`config.mk`:
```
export PLATFORM = sky130hd
export DESIGN_NAME = nic_cmd_status
export DESIGN_NICKNAME = d
export VERILOG_FILES = /design/src/rtl/nic_cmd_pkg.sv /design/src/rtl/cmd_decode.sv /design/src/rtl/cfg_regs.sv /design/src/rtl/event_bank.sv /design/src/rtl/seq_fsm.sv /design/src/rtl/nic_cmd_status.sv
export SDC_FILE = /design/constraint.sdc
export NUM_CORES = 1
export LEC_CHECK = 0
export BUFFER_PORTS_ARGS = -buffer_cell sky130_fd_sc_hd__buf_2
export CELL_PAD_IN_SITES_DETAIL_PLACEMENT = 1
export CELL_PAD_IN_SITES_GLOBAL_PLACEMENT = 1
export CORE_MARGIN = 2
export CORE_UTILIZATION = 39
export CTS_CLUSTER_DIAMETER = 30
export DETAILED_ROUTE_END_ITERATION = 6
export PLACE_DENSITY = 0.8
export REMOVE_ABC_BUFFERS = 1
export SLEW_MARGIN = 20
export SYNTH_ARGS = -nofsm -noshare
export SYNTH_HDL_FRONTEND = slang
export SYNTH_HIERARCHICAL = 1
export SYNTH_SLANG_ARGS = --single-unit
```
`constraint.sdc`:
```
create_clock -name clk -period 2.7 [get_ports clk]
set_clock_uncertainty 0.05 [all_clocks]
set_input_delay 0.27 -clock clk [delete_from_list [all_inputs] [get_ports clk]]
set_output_delay 0.27 -clock clk [all_outputs]
set_load 0.02 [all_outputs]
```
`src/rtl/nic_cmd_pkg.sv`:
```
package nic_cmd_pkg;

    localparam int WORD_W = 16;
    localparam int OPC_W  = 5;
    localparam int ARG_W  = 8;   // argument bits consumed by any command
    localparam int EV_N   = 8;
    localparam int WIN_W  = 3;
    localparam int FILT_W = 4;

    localparam logic [3:0] OFS_STATUS = 4'hE;
    localparam logic [3:0] OFS_WIN    = 4'hF;
    localparam logic [3:0] OFS_MASK   = 4'hA;
    localparam logic [3:0] OFS_FILT   = 4'h8;

    localparam logic [OPC_W-1:0] OP_GRESET = 5'd0;
    localparam logic [OPC_W-1:0] OP_WINSEL = 5'd1;
    localparam logic [OPC_W-1:0] OP_RXOFF  = 5'd3;
    localparam logic [OPC_W-1:0] OP_RXON   = 5'd4;
    localparam logic [OPC_W-1:0] OP_RXRST  = 5'd5;
    localparam logic [OPC_W-1:0] OP_TXON   = 5'd9;
    localparam logic [OPC_W-1:0] OP_TXOFF  = 5'd10;
    localparam logic [OPC_W-1:0] OP_TXRST  = 5'd11;
    localparam logic [OPC_W-1:0] OP_REQINT = 5'd12;
    localparam logic [OPC_W-1:0] OP_ACK    = 5'd13;
    localparam logic [OPC_W-1:0] OP_MASK   = 5'd14;
    localparam logic [OPC_W-1:0] OP_FILT   = 5'd16;

    typedef struct packed {
        logic             greset;
        logic             winsel;
        logic             rx_off;
        logic             rx_on;
        logic             rx_rst;
        logic             tx_on;
        logic             tx_off;
        logic             tx_rst;
        logic             req_int;
        logic             ack;
        logic             set_mask;
        logic             set_filt;
        logic [ARG_W-1:0] arg;
    } cmd_t;

    typedef enum logic [1:0] {
        ST_IDLE   = 2'd0,
        ST_GLOBAL = 2'd1,
        ST_RXCLR  = 2'd2,
        ST_TXCLR  = 2'd3
    } seq_state_e;

endpackage

```
`src/rtl/cmd_decode.sv`:
```
module cmd_decode
    import nic_cmd_pkg::*;
(
    input  logic              wr,
    input  logic [3:0]        addr,
    input  logic [WORD_W-1:0] wdata,
    input  logic              busy,
    output cmd_t              cmd
);

    logic [OPC_W-1:0] opc;
    logic             accept;
    logic             unused_arg_hi;

    assign opc           = wdata[WORD_W-1 -: OPC_W];
    assign unused_arg_hi = ^wdata[WORD_W-OPC_W-1:ARG_W];
    // only the command offset is decoded; R12: nothing while busy
    assign accept        = wr && (addr == OFS_STATUS) && !busy;

    always_comb begin
        cmd     = '0;
        cmd.arg = wdata[ARG_W-1:0];
        if (accept) begin
            case (opc)
                OP_GRESET: cmd.greset   = 1'b1;
                OP_WINSEL: cmd.winsel   = 1'b1;
                OP_RXOFF:  cmd.rx_off   = 1'b1;
                OP_RXON:   cmd.rx_on    = 1'b1;
                OP_RXRST:  cmd.rx_rst   = 1'b1;
                OP_TXON:   cmd.tx_on    = 1'b1;
                OP_TXOFF:  cmd.tx_off   = 1'b1;
                OP_TXRST:  cmd.tx_rst   = 1'b1;
                OP_REQINT: cmd.req_int  = 1'b1;
                OP_ACK:    cmd.ack      = 1'b1;
                OP_MASK:   cmd.set_mask = 1'b1;
                OP_FILT:   cmd.set_filt = 1'b1;
                default:   ;
            endcase
        end
    end

endmodule

```
`src/rtl/cfg_regs.sv`:
```
module cfg_regs
    import nic_cmd_pkg::*;
(
    input  logic              clk,
    input  logic              rst_n,
    input  logic              c_greset,
    input  logic              c_winsel,
    input  logic              c_rx_off,
    input  logic              c_rx_on,
    input  logic              c_rx_rst,
    input  logic              c_tx_on,
    input  logic              c_tx_off,
    input  logic              c_tx_rst,
    input  logic              c_set_mask,
    input  logic              c_set_filt,
    input  logic [ARG_W-1:0]  c_arg,
    output logic [WIN_W-1:0]  win_o,
    output logic [EV_N-1:0]   mask_o,
    output logic [EV_N-1:0]   mask_nx_o,
    output logic [FILT_W-1:0] filt_o,
    output logic              rx_en_o,
    output logic              tx_en_o
);

    logic [WIN_W-1:0]  win_d;
    logic [FILT_W-1:0] filt_d;
    logic              rx_d, tx_d;

    always_comb begin
        win_d     = win_o;
        mask_nx_o = mask_o;
        filt_d    = filt_o;
        rx_d      = rx_en_o;
        tx_d      = tx_en_o;
        if (c_greset) begin
            win_d     = '0;
            mask_nx_o = '0;
            filt_d    = '0;
            rx_d      = 1'b0;
            tx_d      = 1'b0;
        end else begin
            if (c_winsel)            win_d     = c_arg[WIN_W-1:0];
            if (c_set_mask)          mask_nx_o = c_arg[EV_N-1:0];
            if (c_set_filt)          filt_d    = c_arg[FILT_W-1:0];
            if (c_rx_on)             rx_d      = 1'b1;
            if (c_rx_off || c_rx_rst) rx_d     = 1'b0;
            if (c_tx_on)             tx_d      = 1'b1;
            if (c_tx_off || c_tx_rst) tx_d     = 1'b0;
        end
    end

    always_ff @(posedge clk or negedge rst_n) begin
        if (!rst_n) begin
            win_o   <= '0;
            mask_o  <= '0;
            filt_o  <= '0;
            rx_en_o <= 1'b0;
            tx_en_o <= 1'b0;
        end else begin
            win_o   <= win_d;
            mask_o  <= mask_nx_o;
            filt_o  <= filt_d;
            rx_en_o <= rx_d;
            tx_en_o <= tx_d;
        end
    end

    // window moves only on a select or global reset command
    assert_win_hold_R2: assert property (@(posedge clk) disable iff (!rst_n)
        (!c_winsel && !c_greset) |=> $stable(win_o));

    // filter moves only on a filter or global reset command
    assert_filt_hold_R8: assert property (@(posedge clk) disable iff (!rst_n)
        (!c_set_filt && !c_greset) |=> $stable(filt_o));

endmodule

```
`src/rtl/event_bank.sv`:
```
module event_bank
    import nic_cmd_pkg::*;
(
    input  logic             clk,
    input  logic             rst_n,
    input  logic             c_greset,
    input  logic             c_ack,
    input  logic             c_req_int,
    input  logic [ARG_W-1:0] c_arg,
    input  logic [EV_N-1:1]  hw_set,
    input  logic [EV_N-1:0]  mask_q,
    input  logic [EV_N-1:0]  mask_nx,
    output logic [EV_N-1:0]  ev_o,
    output logic             irq_o
);

    localparam int REQ_BIT = 6;

    logic [EV_N-1:0] ack_v;
    logic [EV_N-1:1] set_v;
    logic [EV_N-1:0] ev_d;

    assign ack_v = c_ack ? c_arg[EV_N-1:0] : '0;

    always_comb begin
        set_v          = hw_set;
        set_v[REQ_BIT] = hw_set[REQ_BIT] | c_req_int;
    end

    always_comb begin
        if (c_greset) begin
            ev_d = '0;
        end else begin
            ev_d[EV_N-1:1] = (ev_o[EV_N-1:1] & ~ack_v[EV_N-1:1]) | set_v;
            ev_d[0]        = (ev_o[0] & ~ack_v[0])
                           | (|(ev_d[EV_N-1:1] & mask_nx[EV_N-1:1]));
        end
    end

    always_ff @(posedge clk or negedge rst_n) begin
        if (!rst_n) ev_o <= '0;
        else        ev_o <= ev_d;
    end

    assign irq_o = |(ev_o & mask_q);

    // an acknowledged bit with no simultaneous set is clear afterwards
    assert_ack_clear_R4: assert property (@(posedge clk) disable iff (!rst_n)
        (c_ack && !c_greset) |=>
            ((ev_o[EV_N-1:1] & $past(c_arg[EV_N-1:1] & ~set_v)) == '0));

    // the latch covers every unmasked pending event
    assert_latch_cover_R7: assert property (@(posedge clk) disable iff (!rst_n)
        (|(ev_o[EV_N-1:1] & mask_q[EV_N-1:1])) |-> ev_o[0]);

    // no interrupt while the latch is clear
    assert_irq_needs_latch_R7: assert property (@(posedge clk) disable iff (!rst_n)
        !ev_o[0] |-> !irq_o);

endmodule

```
`src/rtl/seq_fsm.sv`:
```
module seq_fsm
    import nic_cmd_pkg::*;
#(
    parameter int BUSY_CYCLES = 4
) (
    input  logic clk,
    input  logic rst_n,
    input  logic c_greset,
    input  logic c_rx_rst,
    input  logic c_tx_rst,
    output logic busy_o,
    output logic rx_reset_o,
    output logic tx_reset_o
);

    localparam int CNT_W = (BUSY_CYCLES < 2) ? 1 : $clog2(BUSY_CYCLES);
    localparam logic [CNT_W-1:0] CNT_LOAD = CNT_W'(BUSY_CYCLES - 1);

    seq_state_e       state, state_d;
    logic [CNT_W-1:0] cnt;

    // next-state
    always_comb begin
        state_d = state;
        unique case (state)
            ST_IDLE: begin
                if (c_greset)      state_d = ST_GLOBAL;
                else if (c_rx_rst) state_d = ST_RXCLR;
                else if (c_tx_rst) state_d = ST_TXCLR;
            end
            ST_GLOBAL, ST_RXCLR, ST_TXCLR: begin
                if (cnt == '0)     state_d = ST_IDLE;
            end
            default:               state_d = ST_IDLE;
        endcase
    end

    // state register and countdown
    always_ff @(posedge clk or negedge rst_n) begin
        if (!rst_n) begin
            state <= ST_IDLE;
            cnt   <= '0;
        end else begin
            state <= state_d;
            if (state == ST_IDLE && state_d != ST_IDLE) cnt <= CNT_LOAD;
            else if (state != ST_IDLE && cnt != '0)      cnt <= cnt - 1'b1;
        end
    end

    // outputs
    always_comb begin
        busy_o     = 1'b0;
        rx_reset_o = 1'b0;
        tx_reset_o = 1'b0;
        unique case (state)
            ST_IDLE:   ;
            ST_GLOBAL: busy_o = 1'b1;
            ST_RXCLR:  begin busy_o = 1'b1; rx_reset_o = 1'b1; end
            ST_TXCLR:  begin busy_o = 1'b1; tx_reset_o = 1'b1; end
            default:   ;
        endcase
    end

    // a finished countdown always returns to idle
    assert_busy_len_R10: assert property (@(posedge clk) disable iff (!rst_n)
        (state != ST_IDLE && cnt == '0) |=> (state == ST_IDLE));

    // at most one path reset at a time
    assert_one_reset_R10: assert property (@(posedge clk) disable iff (!rst_n)
        $onehot0({rx_reset_o, tx_reset_o}));

endmodule

```
`src/rtl/nic_cmd_status.sv`:
```
module nic_cmd_status
    import nic_cmd_pkg::*;
#(
    parameter int BUSY_CYCLES = 4,
    parameter int DIAG_WIN    = 5
) (
    input  logic              clk,
    input  logic              rst_n,
    input  logic              host_wr,
    input  logic [3:0]        host_addr,
    input  logic [WORD_W-1:0] host_wdata,
    output logic [WORD_W-1:0] host_rdata,
    input  logic              ev_adapter_fail,
    input  logic              ev_tx_done,
    input  logic              ev_tx_space,
    input  logic              ev_rx_done,
    input  logic              ev_rx_early,
    input  logic              ev_stats_due,
    output logic              irq,
    output logic              rx_enable,
    output logic              tx_enable,
    output logic              rx_reset,
    output logic              tx_reset,
    output logic [FILT_W-1:0] rx_filter
);

    localparam logic [WIN_W-1:0] DIAG_SEL = WIN_W'(DIAG_WIN);

    cmd_t              cmd;
    logic              busy;
    logic [WIN_W-1:0]  win_q;
    logic [EV_N-1:0]   mask_q, mask_nx, ev_q;
    logic [EV_N-1:1]   hw_set;
    logic [WORD_W-1:0] status_w;

    assign hw_set = {ev_stats_due, 1'b0, ev_rx_early, ev_rx_done,
                     ev_tx_space, ev_tx_done, ev_adapter_fail};

    cmd_decode u_dec (
        .wr    (host_wr),
        .addr  (host_addr),
        .wdata (host_wdata),
        .busy  (busy),
        .cmd   (cmd)
    );

    cfg_regs u_cfg (
        .clk        (clk),
        .rst_n      (rst_n),
        .c_greset   (cmd.greset),
        .c_winsel   (cmd.winsel),
        .c_rx_off   (cmd.rx_off),
        .c_rx_on    (cmd.rx_on),
        .c_rx_rst   (cmd.rx_rst),
        .c_tx_on    (cmd.tx_on),
        .c_tx_off   (cmd.tx_off),
        .c_tx_rst   (cmd.tx_rst),
        .c_set_mask (cmd.set_mask),
        .c_set_filt (cmd.set_filt),
        .c_arg      (cmd.arg),
        .win_o      (win_q),
        .mask_o     (mask_q),
        .mask_nx_o  (mask_nx),
        .filt_o     (rx_filter),
        .rx_en_o    (rx_enable),
        .tx_en_o    (tx_enable)
    );

    event_bank u_ev (
        .clk       (clk),
        .rst_n     (rst_n),
        .c_greset  (cmd.greset),
        .c_ack     (cmd.ack),
        .c_req_int (cmd.req_int),
        .c_arg     (cmd.arg),
        .hw_set    (hw_set),
        .mask_q    (mask_q),
        .mask_nx   (mask_nx),
        .ev_o      (ev_q),
        .irq_o     (irq)
    );

    seq_fsm #(.BUSY_CYCLES(BUSY_CYCLES)) u_seq (
        .clk        (clk),
        .rst_n      (rst_n),
        .c_greset   (cmd.greset),
        .c_rx_rst   (cmd.rx_rst),
        .c_tx_rst   (cmd.tx_rst),
        .busy_o     (busy),
        .rx_reset_o (rx_reset),
        .tx_reset_o (tx_reset)
    );

    assign status_w = {win_q, busy, 4'b0000, ev_q};

    always_comb begin
        host_rdata = '0;
        case (host_addr)
            OFS_STATUS: host_rdata = status_w;
            OFS_WIN:    host_rdata = {{(WORD_W-WIN_W){1'b0}}, win_q};
            OFS_MASK:   if (win_q == DIAG_SEL)
                            host_rdata = {{(WORD_W-EV_N){1'b0}}, mask_q};
            OFS_FILT:   if (win_q == DIAG_SEL)
                            host_rdata = {{(WORD_W-FILT_W){1'b0}}, rx_filter};
            default:    host_rdata = '0;
        endcase
    end

    // configuration is frozen while a reset countdown runs
    assert_busy_ignore_R12: assert property (@(posedge clk) disable iff (!rst_n)
        busy |=> ($stable(win_q) && $stable(mask_q) && $stable(rx_filter)));

    // a path in reset is never enabled
    assert_reset_disables_R10: assert property (@(posedge clk) disable iff (!rst_n)
        (rx_reset |-> !rx_enable) and (tx_reset |-> !tx_enable));

endmodule

```
# --- Word level (Yosys, flattened, before mapping) ---
# Cells that the tools add are included.
# W data, S select, Z words.
word_totals:
  ff_bits: 29
  inputBits: 29
  output_inout_bits: 25
  word_cells: 99
op_classes:
  add_sub_neg: 1
  n_eq_ne: 19
  muxes: 40
  n_bitwise: 8
  reduce_logical: 22
ops:
  columns: ["op", "n"]
  rows:
  - ["$pmux W16 S4", 1]
  - ["$mux W8", 5]
  - ["$eq A5 B4 Y1 const B", 6]
  - ["$mux W1", 21]
  - ["$eq A4 B4 Y1 const B", 4]
  - ["$and A7 B7 Y7", 2]
  - ["$reduce_bool A2 Y1", 7]
  - ["$mux W12", 1]
  - ["$mux W2", 6]
  - ["$mux W4", 3]
  - ["$eq A5 B3 Y1 const B", 2]
  - ["$and A8 B8 Y8", 1]
  - ["$reduce_or A8 Y1", 1]
  - ["$not A7 Y7", 1]
  - ["$or A7 B7 Y7", 1]
  - ["$reduce_or A7 Y1", 1]
  - ["$mux W3", 2]
  - ["$reduce_bool A3 Y1", 2]
  - ["$eq A5 B1 Y1 const B", 1]
  - ["$eq A5 B2 Y1 const B", 1]
  - ["$eq A5 B5 Y1 const B", 1]
  - ["$logic_not A5 Y1", 1]
  - ["$eq A2 B2 Y1 const B", 2]
  - ["$logic_and A1 B1 Y1", 4]
  - ["11 further kinds", 13]

# --- Longest topological paths before layout ---
logic_depth:
  depth_word: 14
  mapped_depth: 10
  mapped_depth_nobuf: 9

# --- By module ---
# Netlist, hierarchy kept.
modules_own_cells:
  columns: ["module", "n_inst", "cells_per_inst", "area_each_um2", "seq_area_each_um2"]
  rows:
  - ["cfg_regs", 1, 55, 705.7, 425.4]
  - ["event_bank", 1, 55, 495.5, 200.2]
  - ["cmd_decode", 1, 38, 282.8, 0.0]
  - ["nic_cmd_status", 1, 32, 255.2, 0.0]
  - ["seq_fsm", 1, 24, 211.5, 100.1]

# --- Worst setup path after synthesis ---
# OpenSTA, ideal clock, no wires.
synth_timing:
  path_kind: "register to register"
  from: "register u_seq.state[0]"
  to: "register u_ev.ev_o[0]"
  setup_time_ps: 137
  arrival_time_ps: 2165
  required_time_ps: 2513
  setup_slack_ps: 348
  path_stages_with_launch: 11
  n_path_buf: 1
  period_less_slack_ps: 2352
  path_cell_list: "dfrtp_1 > nor2_2 > inv_1 > or3b_1 > nor4_1 > buf_6 > mux2i_1 > nor2_1 > o21a_1 > a211oi_2 > a41oi_2"
synth_lines:
  columns: ["item", "line_no", "source"]
  rows:
  - ["start: declaration", "seq_fsm.sv:19", "seq_state_e state, state_d;"]
  - ["start signal: assignment", "seq_fsm.sv:44", "state <= state_d;"]
  - ["end signal: assignment", "event_bank.sv:42", "else ev_o <= ev_d;"]
  - ["end: declaration", "event_bank.sv:13", "output logic [EV_N-1:0] ev_o,"]

==> impl_metrics.tcl <==
set metrics [dict create \
    ant_nets 0 \
    min_period_ps 2530 \
    vias 1718 \
    ys_async_sr_fraction 1.00 \
    final_cell_mix "buf_2 (46), dfrtp_1 (29), nor2_1 (28), mux2i_1 (23), buf_4 (9)" \
    rrSetupSlack_ps 170 \
    synth.avg_cell_area_sq_um 9.56 \
    min_period_over_period 0.937 \
    clk_latency_ps 290 \
    ys_seq_area_frac 0.372 \
    critPathRequiredTime_ps 2810 \
    hold_violations 0 \
    end_kind "flop" \
    cts_root_buffer "clkbuf_8" \
    rows 25 \
    num-nets-final 281 \
    finalPower_uw 1010 \
    r2r-end "u_ev/ev_o[0]" \
    cts_buffers 5 \
    antenna_found_initial 0 \
    reg2reg_depth 10 \
    setup_viol 0 \
    cts_sinks 29 \
    drt-initial-drc-count 134 \
    synthCells 204 \
    reg2reg_from "u_seq/state[0]" \
    syn_area_sq_um 1950 \
    worstPathArrival_ps 2640 \
    p_leak_uw 0.00105 \
    diodes 0 \
    hold_path.class "in -> reg" \
    ys_ff_latch 29 \
    cts_tree "built" \
    die_area_sq_um 5580 \
    area_delta_synth_final_pct 19.3 \
    path_clk_slew_ps 60 \
    grt_pass1_wl_um 8630 \
    hold_end "u_ev/ev_o[5]" \
    viasPerCell 5.39 \
    track_usage 0.209 \
    gp_congestion 0.787 \
    final_util 0.486 \
    final_common_cell "buf_2" \
    p_per_area_nw_per_um2 433 \
    final_layout_size_suffix_gt1_frac 0.306 \
    maxSlewViolCount 0 \
    gr-total-overflow 0 \
    final.fill_count 582 \
    htreeDepth 2 \
    ir_worst_vdd_mv 0.256 \
    pin_count 54 \
    crit_fanout 8 \
    dp_hpwl_um 4010 \
    min_from "ev_rx_early" \
    routed_wl_um 5340 \
    yosysWarnings 6 \
    rsz0062_at_grt "no" \
    start_util 0.408 \
    worstHoldPathCells 3 \
    dp_cells 309 \
    io_buffers 46 \
    synth_edf_count 0 \
    path_class "reg -> reg" \
    grt_pass1_vias 1740 \
    instances_no_fill 319 \
    ys_types 45 \
    grt_max_degree 30 \
    core_area_sq_um 4790 \
    tightest_slew_ps 685 \
    drc 0 \
    start_kind "flop" \
    die_y_um 74.7 \
    slew_headroom 0.543 \
    ys.flop_type "dfrtp_1" \
    fmax_mhz 395 \
    cts_buffer_depth 2 \
    status "finished, final reports clean" \
    drt_pass1_iterations 4 \
    routedWlPerCell_um 16.7 \
    maxCapViolCount 0 \
    die_w_um 74.7 \
]
sequential cells by signal, summed over array words and instances (netlist names):
signal / count
u_cfg/filt_o: 4
u_seq/state: 2
u_seq/cnt: 2
u_cfg/mask_o: 8
u_ev/ev_o: 8
u_cfg/win_o: 3
u_cfg/rx_en_o: 1
u_cfg/tx_en_o: 1
through the flow:
stage	setup WS [ps]	TNS [ps]	hold slack [ps]	area, sq um
3_5_place_dp	112	0	308	2200
6_report	171	0	172	2330
5_1_grt	9.41	0	199	2330
3_3_place_gp	210	0	295	2200
4_1_cts	93.4	0	163	2310
2_1_floorplan	-1490	-23580	-75.6	1800
report_power, final:
part | internal (uW) | switching (uW)
Clock | 230 | 172
Sequential | 449 | 10.4
Combinational | 57.5 | 89.6
worst max-delay path by stage:
stage / from / end / slack, ps / cells after the start
after CTS: u_seq/state[0] / u_ev/ev_o[0] / 90 / 10
after floorplan: u_seq/state[0] / u_ev/ev_o[0] / -1490 / 8
after global routing: u_seq/state[0] / u_ev/ev_o[0] / 9 / 10
after global placement: u_seq/state[0] / u_ev/ev_o[0] / 210 / 10
after detailed placement: u_seq/state[0] / u_ev/ev_o[0] / 110 / 10
final: u_seq/state[0] / u_ev/ev_o[0] / 170 / 10
Yosys cell counts, types with 4 or more instances:
library cell | number | area [sq um]
a21oi_1 | 7 | 35.0
nor4_1 | 6 | 37.5
nand2_1 | 8 | 30.0
dfrtp_1 | 29 | 726
and2_1 | 4 | 25.0
and3b_1 | 6 | 52.6
o22ai_1 | 5 | 31.3
a32o_1 | 4 | 40.0
inv_1 | 8 | 30.0
nor4_2 | 4 | 50.1
o21ai_0 | 8 | 40.0
nor3_1 | 6 | 30.0
buf_4 | 12 | 90.1
a22oi_1 | 4 | 30.0
mux2i_1 | 23 | 230
buf_6 | 4 | 45.0
nor2_1 | 28 | 105
routing by layer:
metal,GRT usage,share of wire,vias to the layer above
met3,0.0442,0.047,7
met5,0,0,-
met2,0.338,0.47,49
met4,0.0853,0.016,0
li1,-,-,820
met1,0.274,0.47,842
timing repair:
action / CTS / global route
setup endpoints to repair: 0 / 1
setup buffers: 0 / 1
hold endpoints to repair: 16 / 0
gates resized for setup: 0 / 1
hold buffers: 1 / 0
area by class of cell:
type                    count  area [sq um]  area share
clock buffers               7          96.3      0.0414
clock inverters             1          5.00     0.00215
inverters                   8          30.0      0.0129
multi-input cells         150          1060       0.455
flip-flops and latches     29           726       0.312
well taps                  67          83.8      0.0360
repair buffers             57           328       0.141
cells by family (layout without fill, tap and decap cells):
group	after synthesis	after routing	synth area share
flip-flops	29	29	0.372
AO/OA/AOI/OAI	38	38	0.139
multiplexers	23	23	0.118
AND/OR/NAND/NOR	82	82	0.259
other	1	6	0.00192
adder cells (fa/ha/maj)	1	1	0.00641
buffers and inverters	30	73	0.104
worst max-delay path: stages (launching register included):
cell      delay (ps)
dfrtp_1          420
nor2_4           160
inv_1            130
or3b_1           460
nor4_2           230
buf_4            230
mux2i_1          220
nor2_1            90
o21a_1           120
a211oi_2         160
a41oi_2          130
Note: power is estimated with default switching activity, not from simulation.
